<file path="config.mk">
export PLATFORM = sky130hd
export DESIGN_NAME = seg_desc_cache
export DESIGN_NICKNAME = d
export VERILOG_FILES = /design/src/rtl/seg_desc_cache.sv
export SDC_FILE = /design/constraint.sdc
export NUM_CORES = 1
export LEC_CHECK = 0
export ABC_AREA = 1
export CAP_MARGIN = 10
export CORE_MARGIN = 3
export CORE_UTILIZATION = 55
export CTS_CLUSTER_DIAMETER = 60
export DETAILED_ROUTE_END_ITERATION = 12
export PLACE_DENSITY = 0.87
export SYNTH_ARGS = -nofsm -noshare
export SYNTH_HDL_FRONTEND = slang
export SYNTH_SLANG_ARGS = --single-unit
</file>
<file path="constraint.sdc">
create_clock -name clk -period 3 [get_ports clk]
set_input_delay 0.6 -clock clk [delete_from_list [all_inputs] [get_ports clk]]
set_output_delay 0.6 -clock clk [all_outputs]
set_load 0.05 [all_outputs]
</file>
<file path="src/rtl/seg_desc_cache.sv">
module seg_desc_cache #(
  parameter int AW  = 32,
  parameter int TLW = 16
) (
  input  logic           clk,
  input  logic           rst_n,
  input  logic           sel_wr,
  input  logic [15:0]    sel_in,
  input  logic [AW-1:0]  gtab_base,
  input  logic [TLW-1:0] gtab_limit,
  input  logic [AW-1:0]  ltab_base,
  input  logic [TLW-1:0] ltab_limit,
  input  logic           use_req,
  output logic           mem_req,
  output logic [AW-1:0]  mem_addr,
  input  logic           mem_ready,
  input  logic [31:0]    mem_rdata,
  output logic           busy,
  output logic           done,
  output logic           fault,
  output logic [7:0]     fault_vec,
  output logic [15:0]    fault_sel,
  output logic [15:0]    sel_q,
  output logic           cache_valid,
  output logic [31:0]    cache_base,
  output logic [31:0]    cache_limit,
  output logic [7:0]     cache_access,
  output logic [3:0]     cache_flags,
  output logic           use_fault
);
  localparam logic [7:0] VEC_GP = 8'd13;
  localparam logic [7:0] VEC_NP = 8'd11;

  typedef enum logic [2:0] {
    ST_IDLE, ST_RD_LO, ST_RD_HI, ST_CHECK, ST_DONE, ST_FAULT
  } st_t;

  st_t         state;
  logic [15:0] pend_sel;
  logic [31:0] lo_w, hi_w;

  wire [12:0]   idx      = sel_in[15:3];
  wire          tsel     = sel_in[2];
  wire [AW-1:0] tab_base = tsel ? ltab_base : gtab_base;
  wire [31:0]   tab_lim  = tsel ? 32'(ltab_limit) : 32'(gtab_limit);
  wire [31:0]   last_b   = {16'h0, idx, 3'b111};
  wire          oob      = last_b > tab_lim;
  wire          is_null  = (idx == 13'd0) && !tsel;
  wire          accept   = (state == ST_IDLE) && sel_wr && (sel_in != sel_q);

  wire [19:0]   lim20    = {hi_w[19:16], lo_w[15:0]};
  wire          gran     = hi_w[23];

  assign mem_req   = (state == ST_RD_LO) || (state == ST_RD_HI);
  assign busy      = state != ST_IDLE;
  assign done      = state == ST_DONE;
  assign fault     = state == ST_FAULT;
  assign use_fault = use_req && !cache_valid;

  always_ff @(posedge clk or negedge rst_n) begin
    if (!rst_n) begin
      state        <= ST_IDLE;
      pend_sel     <= '0;
      lo_w         <= '0;
      hi_w         <= '0;
      mem_addr     <= '0;
      fault_vec    <= '0;
      fault_sel    <= '0;
      sel_q        <= '0;
      cache_valid  <= 1'b0;
      cache_base   <= '0;
      cache_limit  <= '0;
      cache_access <= '0;
      cache_flags  <= '0;
    end else begin
      case (state)
        ST_IDLE: if (accept) begin
          pend_sel <= sel_in;
          if (is_null) begin
            sel_q       <= sel_in;
            cache_valid <= 1'b0;
            state       <= ST_DONE;
          end else if (oob) begin
            fault_vec <= VEC_GP;
            fault_sel <= sel_in;
            state     <= ST_FAULT;
          end else begin
            mem_addr <= tab_base + AW'({idx, 3'b000});
            state    <= ST_RD_LO;
          end
        end
        ST_RD_LO: if (mem_ready) begin
          lo_w     <= mem_rdata;
          mem_addr <= mem_addr + AW'(4);
          state    <= ST_RD_HI;
        end
        ST_RD_HI: if (mem_ready) begin
          hi_w  <= mem_rdata;
          state <= ST_CHECK;
        end
        ST_CHECK: begin
          if (!hi_w[15] || !hi_w[12]) begin
            fault_vec <= hi_w[15] ? VEC_GP : VEC_NP;
            fault_sel <= pend_sel;
            state     <= ST_FAULT;
          end else begin
            sel_q        <= pend_sel;
            cache_valid  <= 1'b1;
            cache_base   <= {hi_w[31:24], hi_w[7:0], lo_w[31:16]};
            cache_limit  <= gran ? {lim20, 12'hFFF} : {12'h000, lim20};
            cache_access <= hi_w[15:8];
            cache_flags  <= hi_w[23:20];
            state        <= ST_DONE;
          end
        end
        default: state <= ST_IDLE;
      endcase
    end
  end
endmodule

</file>
==> flow_summary.ini <==
[route]
route.detailed.drc = 0
wl_per_cell_um = 17.8
vias = 12500
detail-route-antenna-nets = 0
routed_wl_mm = 40.3
drtPass1Iterations = 6
vias_per_cell = 5.52
drtIter0Drc = 1117

[min_path]
hold_class = primary input to asynchronous set/reset pin

[critical_path]
startpoint = state[2]
path_class = flip-flop to output pin
cp_cell_sequence = inv_1, nor3_1, clkdlybuf4s50_1
cp_slowest_stage_delay_ns = 0.91
crit_required_ns = 2.40
crit_buf_inv = 2
worst_ep_arrival_time_ns = 2.30
worstPathMaxFanout = 4
crit_family = buffers and inverters
end_kind = output pin
r2r_start = mem_addr[2]
startpoint_type = flip-flop
slowest_stage = clkdlybuf4s50_1

[die]
ios = 303
initial_core_util_pct = 56.8
die_h_um = 157
core-area_um2 = 22200
die_area_um2 = 24700
rows = 54
fp.dieW_um = 157

[yosys]
synth_area_um2 = 12600
synth_cell_types = 42
synthAdderAreaFrac_pct = 2.84
synth-edff-count = 0
synth-simple-area-share_pct = 29.5
ys_async_sr_fraction_pct = 100
yosysWarningCount = 0
synth_top_family_by_area = simple AND/OR/NAND/NOR gates
synth-xor-area-share_pct = 1.53
synth_seq_area_share_pct = 45.1
muxShareOfSynthArea_pct = 5.65
syn_inst = 1662
ys_seq_elements = 227
syn_avg_cell_area_um2 = 7.57
ys.flop_type = dfrtp_1
synth_compound_gate_area_share_pct = 7.92

[power_and_ir_drop]
p_per_area_nw_per_um2 = 1000
peakVddDrop_mv = 0.819
sw_frac_of_total_pct = 46.9
p_clk_share_pct = 18.7
total_leakage_power_nw = 8.55
power.switching_mw = 7.93
seqPwrFrac_pct = 32.2
p_comb_share_pct = 49.1
p_int_mw = 8.97

[global_route]
grt_max_degree = 73
first_global_vias = 12500
track_usage_pct = 32.1
grt_pass1_wl_mm = 63.8
antenna_found_initial = 0
grt_overflow = 0

[placed_design]
globalplace.congestion = 1.01
post_dp_cell_area_um2 = 16000
port_buffers = 298
hpwl_mm = 29.6

[timing]
drv_slew = 0
whs_ns = -0.000372
setup_violations = 0
finalCriticalPeriod_ns = 2.90
fin_skew_ns = 0.0280
rsz0062_at_grt = no
fin_setup_tns_ns = 0
period_share_pct = 96.6
tightest_slew_ns = 1.14
relSlewSlack_pct = 23.8
fmax_mhz = 345
hold_viol = 1

[finish]
layout.nets = 2139
design_area_um2 = 16900
fillers = 1610
layout-drive-gt1-share_pct = 7.02
final_cell_mix = 636 x nand2_1, 294 x clkdlybuf4s50_1, 227 x dfrtp_1, 157 x o21ai_0, 146 x inv_1
final_common_cell = nand2_1
synthToLayoutAreaGrowth_pct = 34.0
n_antenna_cell = 0

[cts]
cts_sinks = 227
cts_setup_buffers = 0
cts_tree = yes
clk_path_buf_depth = 3
cts_made_buffers = 24
clk_pin_slew_worst_paths_ns = 0.06
root_buffer = clkbuf_16
hold_buffers = 0
h-tree-depth = 1
clk_latency_ns = 0.54

[status]
violations = hold timing
status = finished, violations left

[job]
maxCapViolations = 0
[timing repair]
item / CTS / global route
resized for setup: 1 / 0
hold endpoints to repair: 0 / 0
endpoints found under the setup margin: 1 / 0
[layer usage]
layer / up-vias / GRT usage, % / wire length, um
li1: 5889 / - / -
met1: 5874 / 39.2 / 15400
met2: 613 / 55.2 / 19300
met3: 96 / 8.99 / 4080
met4: 0 / 10.9 / 1420
met5: - / 0 / 0
[final cells by class]
class	count	area, um2	area share (%)
clock buffer	30	683	4.05
tap	280	350	2.08
clock inverter	14	190	1.13
timing repair buffer	340	3390	20.1
inverter	152	573	3.40
multi-input combinational	1217	5990	35.5
sequential	227	5680	33.7
[worst paths after layout]
kind	endpoint	slack (ns)	depth (start not counted)
worst min register to register	cache_access[7]	0.46	2
max in group asynchronous	mem_addr[14]	2.17	2
worst max register to register	mem_addr[24]	0.72	12
worst max-delay path	done	0.10	3
worst min-delay path	cache_base[26]	-0.0004	1
min in group clk	cache_access[7]	0.46	2
[cell usage after synthesis (all sizes together), types with 3 or more instances]
master | instances | share of area, %
nand2 | 643 | 19
dfrtp | 227 | 45
o21ai | 160 | 6.4
inv | 152 | 4.6
nor2 | 108 | 3.3
nand3 | 89 | 3.6
mux2 | 42 | 4.1
buf | 36 | 1.9
clkbuf | 33 | 0.98
nand4 | 28 | 1.4
ha | 27 | 2.7
a21oi | 26 | 1.0
mux2i | 20 | 1.6
nor3 | 20 | 0.96
xor2 | 18 | 1.3
or2 | 10 | 0.50
xnor2 | 4 | 0.28
a21boi | 3 | 0.18
nand3b | 3 | 0.18
nor4 | 3 | 0.15
o21bai | 3 | 0.18
[power by group through the flow]
stage | Combinational (mW) | Sequential [mW] | Clock (mW)
after floorplan | 3.08 | 7.44 | 0
after global placement | 8.00 | 5.37 | 0
after detailed placement | 8.21 | 5.42 | 0
after CTS | 8.29 | 5.41 | 3.21
after global routing | 8.93 | 5.56 | 3.35
final | 8.30 | 5.44 | 3.17
[registers in the layout (all words and copies together) (netlist names)]
signal and cells:
cache_access 8, cache_base 32, cache_flags 4, cache_limit 32, cache_valid 1, fault_sel 16, fault_vec 3, hi_w 32
lo_w 32, mem_addr 32, pend_sel 16, sel_q 16, state 3
[logic make-up (layout without fill, tap and decap cells)]
logic type | count (synthesis) | in the layout
XOR/XNOR | 22 | 22
multiplexers | 62 | 62
adder cells (fa/ha/maj) | 28 | 28
AND/OR/NAND/NOR | 906 | 906
buffers and inverters | 221 | 536
AO/OA/AOI/OAI | 195 | 195
flip-flops | 227 | 227
other | 1 | 4
[per-stage QoR]
| step | power, mW | util (%) | std cells | hold WS, ns | setup WS, ns |
|---|---|---|---|---|---|
| 3_5_place_dp | 13.6 | 72.2 | 2216 | 0.449 | 0.0289 |
| 2_1_floorplan | 10.5 | - | 1665 | 0.304 | 0.00464 |
| 3_3_place_gp | 13.4 | 72.2 | 2216 | 0.448 | 0.0950 |
| 4_1_cts | 16.9 | 76.1 | 2260 | 0.0255 | 0.120 |
| 6_report | 16.9 | 76.1 | 2260 | -0.000372 | 0.103 |
| 5_1_grt | 17.8 | 76.1 | 2260 | 0.0280 | 0.0115 |
No activity file was read; power rests on OpenSTA's default activity.
